===== config.mk =====
export PLATFORM = sky130hd
export DESIGN_NAME = mp_uart_rx
export DESIGN_NICKNAME = d
export VERILOG_FILES = /design/src/rtl/mpr_pkg.sv /design/src/rtl/mpr_sync.sv /design/src/rtl/mpr_bit_engine.sv /design/src/rtl/mpr_frame_gate.sv /design/src/rtl/mp_uart_rx.sv
export SDC_FILE = /design/constraint.sdc
export NUM_CORES = 1
export LEC_CHECK = 0
export BUFFER_PORTS_ARGS = -buffer_cell sky130_fd_sc_hd__buf_2
export CORE_MARGIN = 3
export CORE_UTILIZATION = 49
export DETAILED_ROUTE_END_ITERATION = 7
export MAX_ROUTING_LAYER = met4
export PLACE_DENSITY = 0.74
export SLEW_MARGIN = 20
export SYNTH_ARGS = -nofsm -noshare
export SYNTH_HDL_FRONTEND = slang
export SYNTH_SLANG_ARGS = --single-unit
export TNS_END_PERCENT = 5

===== constraint.sdc =====
create_clock -name clk -period 1.78 [get_ports clk]
set_input_delay 0.089 -clock clk [delete_from_list [all_inputs] [get_ports clk]]
set_output_delay 0.089 -clock clk [all_outputs]
set_load 0.005 [all_outputs]

===== src/rtl/mpr_pkg.sv =====
package mpr_pkg;
  typedef enum logic [1:0] {
    RX_IDLE  = 2'd0,
    RX_START = 2'd1,
    RX_DATA  = 2'd2,
    RX_STOP  = 2'd3
  } rx_state_e;
endpackage


===== src/rtl/mpr_sync.sv =====
module mpr_sync #(
  parameter int STAGES = 2
) (
  input  logic clk,
  input  logic rst_n,
  input  logic din,
  output logic dout
);
  logic [STAGES-1:0] chain;

  always_ff @(posedge clk or negedge rst_n) begin
    if (!rst_n) chain <= '1;
    else        chain <= {chain[STAGES-2:0], din};
  end

  assign dout = chain[STAGES-1];
endmodule


===== src/rtl/mpr_bit_engine.sv =====
module mpr_bit_engine
  import mpr_pkg::*;
#(
  parameter int OSR  = 16,
  parameter int MAXB = 9
) (
  input  logic            clk,
  input  logic            rst_n,
  input  logic            tick,
  input  logic            line,
  input  logic            halt,
  input  logic            nine,
  output logic            done,
  output logic [MAXB-1:0] bits,
  output logic            stop_ok
);
  localparam int CW   = $clog2(OSR);
  localparam int IW   = $clog2(MAXB + 1);
  localparam int HALF = OSR / 2;

  rx_state_e         state;
  logic [CW-1:0]     cnt;
  logic [IW-1:0]     idx;
  logic [IW-1:0]     last_idx;
  logic              prev_line;

  // Index of the final data bit for the selected frame length
  assign last_idx = nine ? IW'(MAXB - 1) : IW'(MAXB - 2);

  always_ff @(posedge clk or negedge rst_n) begin
    if (!rst_n) begin
      state     <= RX_IDLE;
      cnt       <= '0;
      idx       <= '0;
      prev_line <= 1'b1;
      bits      <= '0;
      stop_ok   <= 1'b1;
      done      <= 1'b0;
    end else if (halt) begin
      state     <= RX_IDLE;
      cnt       <= '0;
      done      <= 1'b0;
      prev_line <= line;
    end else begin
      done <= 1'b0;
      if (tick) begin
        prev_line <= line;
        unique case (state)
          RX_IDLE: begin
            if (prev_line && !line) begin
              state <= RX_START;
              cnt   <= '0;
            end
          end
          RX_START: begin
            if (cnt == CW'(HALF - 1)) begin
              cnt <= '0;
              if (!line) begin
                state <= RX_DATA;
                idx   <= '0;
                bits  <= '0;
              end else begin
                state <= RX_IDLE;
              end
            end else begin
              cnt <= cnt + 1'b1;
            end
          end
          RX_DATA: begin
            if (cnt == CW'(OSR - 1)) begin
              cnt       <= '0;
              bits[idx] <= line;
              if (idx == last_idx) state <= RX_STOP;
              else                 idx   <= idx + 1'b1;
            end else begin
              cnt <= cnt + 1'b1;
            end
          end
          RX_STOP: begin
            if (cnt == CW'(OSR - 1)) begin
              cnt     <= '0;
              stop_ok <= line;
              done    <= 1'b1;
              state   <= RX_IDLE;
            end else begin
              cnt <= cnt + 1'b1;
            end
          end
          default: state <= RX_IDLE;
        endcase
      end
    end
  end
endmodule


===== src/rtl/mpr_frame_gate.sv =====
module mpr_frame_gate #(
  parameter int DW = 8
) (
  input  logic          clk,
  input  logic          rst_n,
  input  logic          done,
  input  logic [DW:0]   bits,
  input  logic          stop_ok,
  input  logic          nine,
  input  logic          addr_filt,
  input  logic          rx_en,
  input  logic          ready,
  output logic          valid,
  output logic [DW-1:0] data,
  output logic          bit9,
  output logic          ferr,
  output logic          oerr
);
  logic filtering;
  logic deliver;
  logic accept;

  assign filtering = nine && addr_filt;
  assign deliver   = done && rx_en && (!filtering || bits[DW]);
  assign accept    = valid && ready;

  always_ff @(posedge clk or negedge rst_n) begin
    if (!rst_n) begin
      valid <= 1'b0;
      data  <= '0;
      bit9  <= 1'b0;
      ferr  <= 1'b0;
      oerr  <= 1'b0;
    end else begin
      if (!rx_en) begin
        ferr <= 1'b0;
        oerr <= 1'b0;
      end
      if (accept) valid <= 1'b0;
      if (deliver) begin
        if (valid && !ready) begin
          oerr <= 1'b1;
        end else begin
          valid <= 1'b1;
          data  <= bits[DW-1:0];
          bit9  <= nine & bits[DW];
          ferr  <= !stop_ok;
        end
      end
    end
  end
endmodule


===== src/rtl/mp_uart_rx.sv =====
module mp_uart_rx #(
  parameter int DW          = 8,
  parameter int OSR         = 16,
  parameter int SYNC_STAGES = 2
) (
  input  logic          clk,
  input  logic          rst_n,
  input  logic          rx_line,
  input  logic          os_tick,
  input  logic          rx_en,
  input  logic          nine_bit_en,
  input  logic          addr_filt_en,
  input  logic          rx_ready,
  output logic          rx_valid,
  output logic [DW-1:0] rx_data,
  output logic          rx_bit9,
  output logic          frame_err,
  output logic          overrun_err
);
  localparam int MAXB = DW + 1;

  logic            line_s;
  logic            halt;
  logic            done;
  logic [MAXB-1:0] bits;
  logic            stop_ok;

  assign halt = !rx_en || overrun_err;

  mpr_sync #(.STAGES(SYNC_STAGES)) u_sync (
    .clk  (clk),
    .rst_n(rst_n),
    .din  (rx_line),
    .dout (line_s)
  );

  mpr_bit_engine #(.OSR(OSR), .MAXB(MAXB)) u_eng (
    .clk    (clk),
    .rst_n  (rst_n),
    .tick   (os_tick),
    .line   (line_s),
    .halt   (halt),
    .nine   (nine_bit_en),
    .done   (done),
    .bits   (bits),
    .stop_ok(stop_ok)
  );

  mpr_frame_gate #(.DW(DW)) u_gate (
    .clk      (clk),
    .rst_n    (rst_n),
    .done     (done),
    .bits     (bits),
    .stop_ok  (stop_ok),
    .nine     (nine_bit_en),
    .addr_filt(addr_filt_en),
    .rx_en    (rx_en),
    .ready    (rx_ready),
    .valid    (rx_valid),
    .data     (rx_data),
    .bit9     (rx_bit9),
    .ferr     (frame_err),
    .oerr     (overrun_err)
  );
endmodule


==> flow_metrics.env, run 1 <==
export IMPL_outcome="finished, final reports clean"
export IMPL_power_mw=1.605
export IMPL_synth_xor_area_share_pct=0.8929
export IMPL_startpoint="u_eng.state[1]"
export IMPL_yosysSeqAreaShare_pct=49.73
export IMPL_slowest_delay_ps=610
export IMPL_ys_ff_latch=36
export IMPL_cp_start_kind="flip-flop"
export IMPL_hold_ws_ps=89.05
export IMPL_clockRootBuffer="clkbuf_8"
export IMPL_core_area_um2=3468
export IMPL_cap_violations=0
export IMPL_synth_area_leaders="dfrtp_1 44%, dfstp_2 5.8%, mux2_1 5.6%"
export IMPL_nFillCells=305
export IMPL_yosysTopAreaCell="dfrtp_1"
export IMPL_worstPathRequired_ps=1930
export IMPL_synthArstFlopShare_pct=100.0
export IMPL_rsz0062_at_grt="false"
export IMPL_clkTransAtPathRegs_ps=70
export IMPL_drc=0
export IMPL_syn_to_final_growth_pct=13.46
export IMPL_clockBufferDepth=2
export IMPL_drive_gt1_share_pct=21.32
export IMPL_wl_met1_mm=1.648
export IMPL_ff2ff_setup_slack_ps=180
export IMPL_synth_area_per_cell_um2=10.41
export IMPL_synth_compound_area_share_pct=13.12
export IMPL_synthSimpleGateAreaFrac_pct=19.85
export IMPL_post_cts_buffers=0
export IMPL_syn_nets=188
export IMPL_cts_tree="yes"
export IMPL_peakVddDrop_v=0.0004394
export IMPL_yosys_warnings=0
export IMPL_grtUsageTotal_pct=17.39
export IMPL_cts_sinks=36
export IMPL_final_nets=209
export IMPL_fin_crit_sh_pct=90.05
export IMPL_gp_congestion=0.8494
export IMPL_path_max_fanout=12
export IMPL_insertion_delay_ps=280
export IMPL_grt_first_pass_wirelength_mm=5.747
export IMPL_grt_pass1_vias=1258
export IMPL_netlist_cell_type_count=44
export IMPL_synth_top_family_by_area="simple AND/OR/NAND/NOR gates"
export IMPL_die_area_um2=4486
export IMPL_yosys_area_share_adder_pct=3.434
export IMPL_r2r_cells=4
export IMPL_crit_arrival_ps=1760
export IMPL_switching_power_mw=0.3352
export IMPL_r2r_start="u_eng.state[1]"
export IMPL_die_w_um=66.98
export IMPL_seqPwrFrac_pct=52.6
export IMPL_finalSetupViolCount=0
export IMPL_via_count=1329
export IMPL_port_buffers=19
export IMPL_synth_most_common_cell="dfrtp_1"
export IMPL_start_util_pct=52.53
export IMPL_worstPathCellList="and3b_1 -> and3_2 -> nand2_1 -> mux2i_1"
export IMPL_finalHoldViolations=0
export IMPL_finalSetupTns_ps=0
export IMPL_leakage_nw=1.068
export IMPL_dr_pass1_iters=4
export IMPL_cellPowerDensity_nw_per_um2=776.4
export IMPL_max_slew_margin_pct=48.52
export IMPL_cpMaxStageDelayCell="dfrtp_1"
export IMPL_synth_top_flop_cell="dfrtp_1"
export IMPL_grt_max_degree=37
export IMPL_period_needed_ps=1603
export IMPL_synth_edf_count=0
export IMPL_cp_end_kind="flip-flop"
export IMPL_clock_skew_ps=8.185
export IMPL_placementRows=21
export IMPL_drtIter0Drc=87
export IMPL_wl_met2_mm=1.520
export IMPL_synthMuxAreaShare_pct=8.860
export IMPL_wire_per_inst_um=13.63
export IMPL_fmax_ghz=0.6238
export IMPL_antenna_found_initial=0
export IMPL_synth_area_um2=1822
export IMPL_clockPowerShare_pct=43.0
export IMPL_hpwl_mm=2.382
export IMPL_yosys_area_top_type_share_pct=43.96
export IMPL_viasPerCell=5.469
export IMPL_dr_wl_met3_um=121
export IMPL_io_pin_count=20
export IMPL_worstSetupPathType="reg2reg"
export IMPL_grt_overflow=0
export IMPL_power_frac_comb_pct=4.4
export IMPL_synthCells=175
export IMPL_endpoint="u_eng.idx[0]"
export IMPL_sw_frac_of_total_pct=20.89
export IMPL_num_antenna_cells=0
export IMPL_synth_common_cells="32 x dfrtp_1, 24 x nand2_1, 11 x o21ai_1"
export IMPL_routed_wl_mm=3.313
export IMPL_top_layer_used="met4"
export IMPL_worst_pin_slew_ps=772.2
export IMPL_finalMaxSlewViolations=0
export IMPL_ant_nets=0
export IMPL_rr_endpoint="u_eng.idx[0]"
export IMPL_internal_power_mw=1.270
export IMPL_die_h_um=66.98
export IMPL_numCtsBuffers=5
export IMPL_h_tree_depth=2
export IMPL_holdCritPathClass="in2reg"
[worst max-delay path: cells and delay by family (launching register included)]
kind	cells	cell delay, ps
AND/OR/NAND/NOR	3	730
flip-flops	1	610
multiplexers	1	140
[logic make-up after synthesis]
family	Yosys count
adder cells (fa/ha/maj)	5
AND/OR/NAND/NOR	67
flip-flops	36
AO/OA/AOI/OAI	36
multiplexers	15
buffers and inverters	15
XOR/XNOR	1
[metrics by stage]
stage	setup slack [ps]	utilization (%)	cell area (µm²)	instances
3_3_place_gp	116.8	55.74	1933	233
4_1_cts	35.98	59.52	2064	243
5_1_grt	52.65	59.60	2067	243
2_1_floorplan	344.8	-	1822	175
6_report	177.0	59.60	2067	243
3_5_place_dp	39.30	55.74	1933	233
[sequential cells by signal, indices dropped and copies added (netlist names)]
signal / count
u_eng.done: 1
u_eng.prev_line: 1
u_gate.oerr: 1
u_gate.bit9: 1
u_eng.idx: 4
u_gate.ferr: 1
u_eng.stop_ok: 1
u_gate.valid: 1
u_sync.chain: 2
u_eng.state: 2
u_gate.data: 8
u_eng.bits: 9
u_eng.cnt: 4
[power by group through the flow]
stage | clock network [mW] | logic, mW | registers, mW
after floorplan | 0 | 0.0438 | 0.849
after global placement | 0 | 0.0646 | 0.858
after detailed placement | 0 | 0.0682 | 0.859
after CTS | 0.706 | 0.0720 | 0.844
after global routing | 0.738 | 0.0807 | 0.846
final | 0.690 | 0.0709 | 0.844
[worst min-delay path by stage]
stage / from / end / depth (start not counted)
2_1_floorplan: rst_n / u_eng.bits[0] / 0
3_3_place_gp: rx_line / u_sync.chain[0] / 1
3_5_place_dp: rx_line / u_sync.chain[0] / 1
4_1_cts: nine_bit_en / u_gate.bit9 / 3
5_1_grt: nine_bit_en / u_gate.bit9 / 3
6_report: nine_bit_en / u_gate.bit9 / 3
[placed cells by master, fill, tap and decap left out, drive strengths merged, types with 2 or more instances in the layout]
cell	count
and3b	2
ha	5
dfrtp	32
nor3	2
buf	20
clkbuf	5
nand2b	5
nand4	9
nor2b	4
nand3	6
and3	3
inv	7
mux2	9
o21ai	13
mux2i	6
nor2	7
nor4b	2
nand2	24
dlygate4sd3	2
a21oi	10
o211ai	3
dfstp	4
[repair_timing]
action                                  4_1_cts  5_1_grt
hold endpoints to repair                     33        0
hold buffers                                  2        0
endpoints found under the setup margin        0        8
resized for setup                             0        1
[cell type report]
cell class	count	area, µm²	area share, %
Clock buffer	5	68.82	3.329
Clock inverter	3	42.54	2.058
Inverter	7	26.28	1.271
Multi-Input combinational cell	124	843.3	40.80
Sequential cell	36	905.9	43.83
Tap cell	46	57.56	2.785
Timing Repair Buffer	22	122.6	5.932
[per-layer routing]
| layer | track usage (%) | vias up |
|---|---|---|
| li1 | - | 660 |
| met1 | 23.14 | 641 |
| met2 | 26.11 | 26 |
| met3 | 4.553 | 2 |
| met4 | 5.316 | 0 |
| met5 | - | - |
(Power assumes the default switching activity.)
==> inputs of run 2 (changes only) <==
--- a/config.mk
+++ b/config.mk
@@ -11,8 +11,10 @@
 export DETAILED_ROUTE_END_ITERATION = 7
 export MAX_ROUTING_LAYER = met4
-export PLACE_DENSITY = 0.74
+export PLACE_DENSITY = 0.73
+export SETUP_SLACK_MARGIN = 0.4
 export SLEW_MARGIN = 20
 export SYNTH_ARGS = -nofsm -noshare
 export SYNTH_HDL_FRONTEND = slang
+export SYNTH_HIERARCHICAL = 1
 export SYNTH_SLANG_ARGS = --single-unit
 export TNS_END_PERCENT = 5
==> constraint.sdc (replaced) <==
create_clock -name clk -period 1.78 [get_ports clk]
set_input_delay 0.178 -clock clk [delete_from_list [all_inputs] [get_ports clk]]
set_output_delay 0.178 -clock clk [all_outputs]
set_load 0.005 [all_outputs]
==> flow_metrics.env, run 2 <==
export IMPL_outcome="finished with violations"
export IMPL_violations="negative setup slack"
export IMPL_cap_violations=0
export IMPL_worstPathRequired_ps=2000
export IMPL_clockRootBuffer="clkbuf_8"
export IMPL_wire_per_inst_um=15.57
export IMPL_drtIter0Drc=100
export IMPL_synthCells=183
export IMPL_synth_area_leaders="dfrtp_1 41%, mux2i_1 6.7%, ha_1 6.4%"
export IMPL_start_util_pct=52.24
export IMPL_leakage_nw=1.185
export IMPL_dr_pass1_iters=4
export IMPL_yosysTopAreaCell="dfrtp_1"
export IMPL_fin_crit_sh_pct=101.7
export IMPL_gp_congestion=0.9082
export IMPL_finalMaxSlewViolations=0
export IMPL_ys_ff_latch=36
export IMPL_r2r_cells=7
export IMPL_path_max_fanout=6
export IMPL_largest_reg_flops=9
export IMPL_core_area_um2=3744
export IMPL_yosysSeqAreaShare_pct=46.32
export IMPL_synth_area_per_cell_um2=10.69
export IMPL_fmax_ghz=0.5521
export IMPL_placementRows=22
export IMPL_peakVddDrop_v=0.0005324
export IMPL_yosys_area_share_adder_pct=6.398
export IMPL_die_area_um2=4785
export IMPL_cp_end_kind="flip-flop"
export IMPL_die_w_um=69.18
export IMPL_grt_max_degree=37
export IMPL_timing_final_ws_setup_ps=-31.12
export IMPL_dr_wl_met3_um=142
export IMPL_synth_compound_area_share_pct=12.48
export IMPL_layout_cells_non_filler=274
export IMPL_clock_skew_ps=4.951
export IMPL_synth_top_flop_cell="dfrtp_1"
export IMPL_grtUsageTotal_pct=19.91
export IMPL_routed_wl_mm=4.267
export IMPL_holdCritPathClass="in2reg"
export IMPL_synth_most_common_cell="dfrtp_1"
export IMPL_synth_top_family_by_area="simple AND/OR/NAND/NOR gates"
export IMPL_mostFrequentLayoutCell="dfrtp_1"
export IMPL_top_register="u_eng/bits"
export IMPL_netlist_cell_type_count=41
export IMPL_numCtsBuffers=5
export IMPL_grt_pass1_vias=1622
export IMPL_cts_tree="yes"
export IMPL_h_tree_depth=2
export IMPL_viasPerCell=5.642
export IMPL_syn_to_final_growth_pct=27.38
export IMPL_synth_xor_area_share_pct=0
export IMPL_clockBufferDepth=2
export IMPL_synth_area_um2=1956
export IMPL_cp_start_kind="flip-flop"
export IMPL_synth_edf_count=0
export IMPL_yosys_warnings=6
export IMPL_finalSetupViolCount=3
export IMPL_cellPowerDensity_nw_per_um2=681.8
export IMPL_clkTransAtPathRegs_ps=70
export IMPL_rr_endpoint="u_eng/idx[0]"
export IMPL_yosys_area_top_type_share_pct=40.95
export IMPL_ant_nets=0
export IMPL_wl_met1_mm=1.730
export IMPL_most_common_layout_cells="31 x dfrtp_1, 26 x nand2_1, 19 x buf_2"
export IMPL_r2r_start="u_eng/state[0]"
export IMPL_synth_common_cells="32 x dfrtp_1, 29 x nand2_1, 15 x o21ai_0"
export IMPL_drc=0
export IMPL_dp_cells=260
export IMPL_synthMuxAreaShare_pct=12.99
export IMPL_top_layer_used="met4"
export IMPL_rsz0062_at_grt="true"
export IMPL_worst_pin_slew_ps=804.5
export IMPL_die_h_um=69.18
export IMPL_io_pin_count=20
export IMPL_port_buffers=19
export IMPL_worstSetupPathType="reg2reg"
export IMPL_drive_gt1_share_pct=38.94
export IMPL_finish_utilization_pct=66.54
export IMPL_syn_nets=201
export IMPL_finalHoldViolations=0
export IMPL_max_slew_margin_pct=46.36
export IMPL_hold_depth=3
export IMPL_wl_met2_mm=2.311
export IMPL_finalSetupTns_ps=-45.62
export IMPL_cts_sinks=36
export IMPL_final_nets=243
export IMPL_num_antenna_cells=0
export IMPL_hpwl_mm=2.941
export IMPL_grt_overflow=0
export IMPL_grt_first_pass_wirelength_mm=7.541
export IMPL_ff2ff_setup_slack_ps=-30
export IMPL_insertion_delay_ps=290
export IMPL_synthSimpleGateAreaFrac_pct=18.55
export IMPL_antenna_found_initial=0
export IMPL_synthArstFlopShare_pct=100.0
export IMPL_min_delay_start="rx_en"
export IMPL_crit_arrival_ps=2030
export IMPL_via_count=1546
export IMPL_hold_end="u_gate/ferr"
export IMPL_largestRegisters="u_eng/bits (9), u_gate/data (8)"
export IMPL_period_needed_ps=1811
## run 2: cell types whose count changed after synthesis, sizes merged, moves of 3 or more
cell,previous run,this run
mux2i,6,13
nand4,9,1
nor2b,4,1
or2,0,3
buf,7,3
ha,5,10
a21oi,10,2
nand2,24,29
a21o,0,4
and3,3,0
## run 2: report_power, final
group	leakage [nW]	internal, mW	switching (mW)
clock network	0.0541	0.414	0.303
registers	0.482	0.829	0.00853
logic	0.649	0.0643	0.0798
## run 2: worst max-delay path by stage
stage	from	to	slack [ps]	depth (start not counted)
after floorplan	u_eng/state[1]	u_eng/idx[3]	4	6
after global placement	u_eng/state[0]	u_eng/idx[0]	-4	7
after detailed placement	u_eng/state[0]	u_eng/idx[0]	-120	7
after CTS	u_eng/state[0]	u_eng/idx[0]	-10	7
after global routing	u_eng/state[0]	u_eng/idx[0]	-80	7
final	u_eng/state[0]	u_eng/idx[0]	-30	7
## run 2: per-stage QoR
step | power [mW] | instance area [µm²] | hold slack, ps | worst slack [ps]
after floorplan | 0.9191 | 1978 | -117.6 | 4.433
after global placement | 0.9668 | 2205 | 286.3 | -4.309
after detailed placement | 0.9730 | 2205 | 289.8 | -116.8
after CTS | 1.710 | 2461 | 185.5 | -13.23
after global routing | 1.760 | 2491 | 209.3 | -77.68
final | 1.698 | 2491 | 186.9 | -31.12
## run 2: logic make-up after synthesis
group / count (synthesis)
AOI/OAI and AO/OA: 34
adders and majority gates: 10
buffers and inverters: 12
DFF: 36
muxes: 24
and+or+nand+nor: 67
## run 2: repair_timing
| item | 4_1_cts | 5_1_grt |
|---|---|---|
| hold buffers | 2 | 0 |
| buffers inserted | 3 | 0 |
| endpoints found under the hold margin | 15 | 0 |
| pin swaps | 10 | 3 |
| resized for setup | 24 | 17 |
| cloned | 1 | 0 |
| setup endpoints to repair | 30 | 30 |
## run 2: layout make-up
type                    instances  area [µm²]
inverters                       8       30.03
clock inverters                 3       42.54
multi-input cells             135        1121
clock buffers                   5       68.82
well taps                      48       60.06
repair buffers                 39       261.5
flip-flops and latches         36       907.1
fillers                       300        1252
## run 2: metal layers
| layer | vias up | global-route usage, % |
|---|---|---|
| met5 | - | - |
| met4 | 0 | 7.158 |
| met3 | 11 | 4.203 |
| met2 | 33 | 34.32 |
| met1 | 770 | 22.83 |
| li1 | 732 | - |
## run 2: critical path, stage by stage (launching register included)
cell and delay, ps:
dfrtp_1 420, inv_2 90, ha_4 280, nand3b_4 80
a21o_1 200, a211o_4 320, o31ai_4 180, a22o_1 180
==> inputs of run 3 (changes only) <==
Settings changed: CORE_ASPECT_RATIO from default to 1.1, CORE_MARGIN 3 to default.
==> flow_metrics.env, run 3 (synthesized netlist as in run 2, its figures left out) <==
export IMPL_cts_tree="yes"
export IMPL_dr_pass1_iters=4
export IMPL_start_util_pct=52.27
export IMPL_path_max_fanout=5
export IMPL_rr_endpoint="u_eng/idx[3]"
export IMPL_h_tree_depth=2
export IMPL_cap_violations=0
export IMPL_die_area_um2=4248
export IMPL_ff2ff_setup_slack_ps=-30
export IMPL_max_slew_margin_pct=47.30
export IMPL_period_needed_ps=1811
export IMPL_clockRootBuffer="clkbuf_8"
export IMPL_port_buffers=19
export IMPL_fmax_ghz=0.5523
export IMPL_rsz0062_at_grt="true"
export IMPL_finalHoldViolations=0
export IMPL_wire_per_inst_um=15.14
export IMPL_top_register="u_eng/bits"
export IMPL_final_nets=245
export IMPL_cp_start_kind="flip-flop"
export IMPL_mostFrequentLayoutCell="dfrtp_1"
export IMPL_cellPowerDensity_nw_per_um2=618.5
export IMPL_worstPathRequired_ps=1960
export IMPL_outcome="finished with violations"
export IMPL_startpoint="u_eng/state[0]"
export IMPL_leakage_nw=1.197
export IMPL_antenna_found_initial=0
export IMPL_timing_final_ws_setup_ps=-30.74
export IMPL_crit_arrival_ps=1990
export IMPL_grtUsageTotal_pct=22.18
export IMPL_gp_congestion=0.9607
export IMPL_finalSetupViolCount=3
export IMPL_placementRows=23
export IMPL_min_delay_start="rx_en"
export IMPL_cts_sinks=36
export IMPL_power_mw=1.583
export IMPL_num_antenna_cells=0
export IMPL_drc=0
export IMPL_fin_crit_sh_pct=101.7
export IMPL_die_h_um=68.26
export IMPL_peakVddDrop_v=0.0004168
export IMPL_die_w_um=62.24
export IMPL_hold_ws_ps=185.6
export IMPL_via_count=1519
export IMPL_insertion_delay_ps=290
export IMPL_hpwl_mm=2.753
export IMPL_holdCritPathClass="in2reg"
export IMPL_grt_overflow=0
export IMPL_layout_cells_non_filler=278
export IMPL_violations="negative setup slack"
export IMPL_cp_end_kind="flip-flop"
export IMPL_drtIter0Drc=48
export IMPL_drive_gt1_share_pct=42.54
export IMPL_clkTransAtPathRegs_ps=70
export IMPL_clock_skew_ps=6.444
export IMPL_core_area_um2=3741
export IMPL_finalMaxSlewViolations=0
export IMPL_grt_pass1_vias=1576
export IMPL_largestRegisters="u_eng/bits (9), u_gate/data (8)"
export IMPL_most_common_layout_cells="31 x dfrtp_1, 23 x nand2_1, 19 x buf_2"
export IMPL_endpoint="u_eng/idx[3]"
export IMPL_ant_nets=0
export IMPL_numCtsBuffers=5
export IMPL_routed_wl_mm=4.210
export IMPL_viasPerCell=5.464
export IMPL_worst_pin_slew_ps=790.5
export IMPL_grt_first_pass_wirelength_mm=7.010
export IMPL_dp_cells=263
export IMPL_worstSetupPathType="reg2reg"
export IMPL_grt_max_degree=37
export IMPL_largest_reg_flops=9
export IMPL_clockBufferDepth=2
export IMPL_r2r_cells=7
export IMPL_syn_to_final_growth_pct=30.90
export IMPL_io_pin_count=20
export IMPL_r2r_start="u_eng/state[0]"
-- run 3: how the worst min path moves through the flow --
stage,endpoint,cells past startpoint,slack [ps]
floorplan,u_eng/bits[0],0,-120
global placement,u_gate/data[4],1,280
detailed placement,u_sync/chain[0],1,290
CTS,u_gate/ferr,3,180
global route,u_gate/ferr,3,190
finish,u_gate/ferr,3,190
-- run 3: report_power, final --
group	internal (mW)	leakage [nW]	total, mW	switching [mW]
Sequential	0.829	0.482	0.838	0.00872
Combinational	0.0696	0.671	0.150	0.0800
Clock	0.314	0.0445	0.596	0.282
Total	1.21	1.20	1.58	0.370
-- run 3: what timing repair did --
item / CTS / global route
hold buffers: 2 / 0
endpoints found under the hold margin: 28 / 0
gates resized for setup: 19 / 36
buffers inserted: 2 / 3
pin swaps: 7 / 14
endpoints found under the setup margin: 30 / 30
-- run 3: per-layer routing --
layer,wire length [µm],GRT usage [%],share of wire [%]
met1,1796,24.05,43
met2,2242,40.80,53
met3,116,4.500,2.8
met4,54,8.430,1.3
met5,0,-,0
-- run 3: final cells by class --
class | count | area, µm²
multi-input cells | 135 | 1186
well taps | 50 | 62.56
clock buffers | 7 | 86.33
repair buffers | 41 | 280.3
fillers | 274 | 1181
clock inverters | 1 | 7.507
flip-flops and latches | 36 | 907.1
inverters | 8 | 30.03
-- run 3: critical path, cell delays in order (launching register included) --
cell and delay, ps:
dfrtp_2 410, inv_2 70, ha_4 280, nand3b_4 80, a21o_1 210, a211o_4 330, buf_6 130, a22o_1 190
-- run 3: metrics by stage --
| stage | setup TNS [ps] | setup WS [ps] | instance area, µm² | utilization, % |
|---|---|---|---|---|
| final | -67.04 | -30.74 | 2560 | 68.43 |
| after detailed placement | -429.8 | -91.68 | 2215 | 59.20 |
| after floorplan | 0 | 4.433 | 1978 | - |
| after global routing | -816.3 | -96.20 | 2560 | 68.43 |
| after CTS | -70.72 | -36.32 | 2417 | 64.62 |
| after global placement | -18.34 | -18.34 | 2215 | 59.20 |
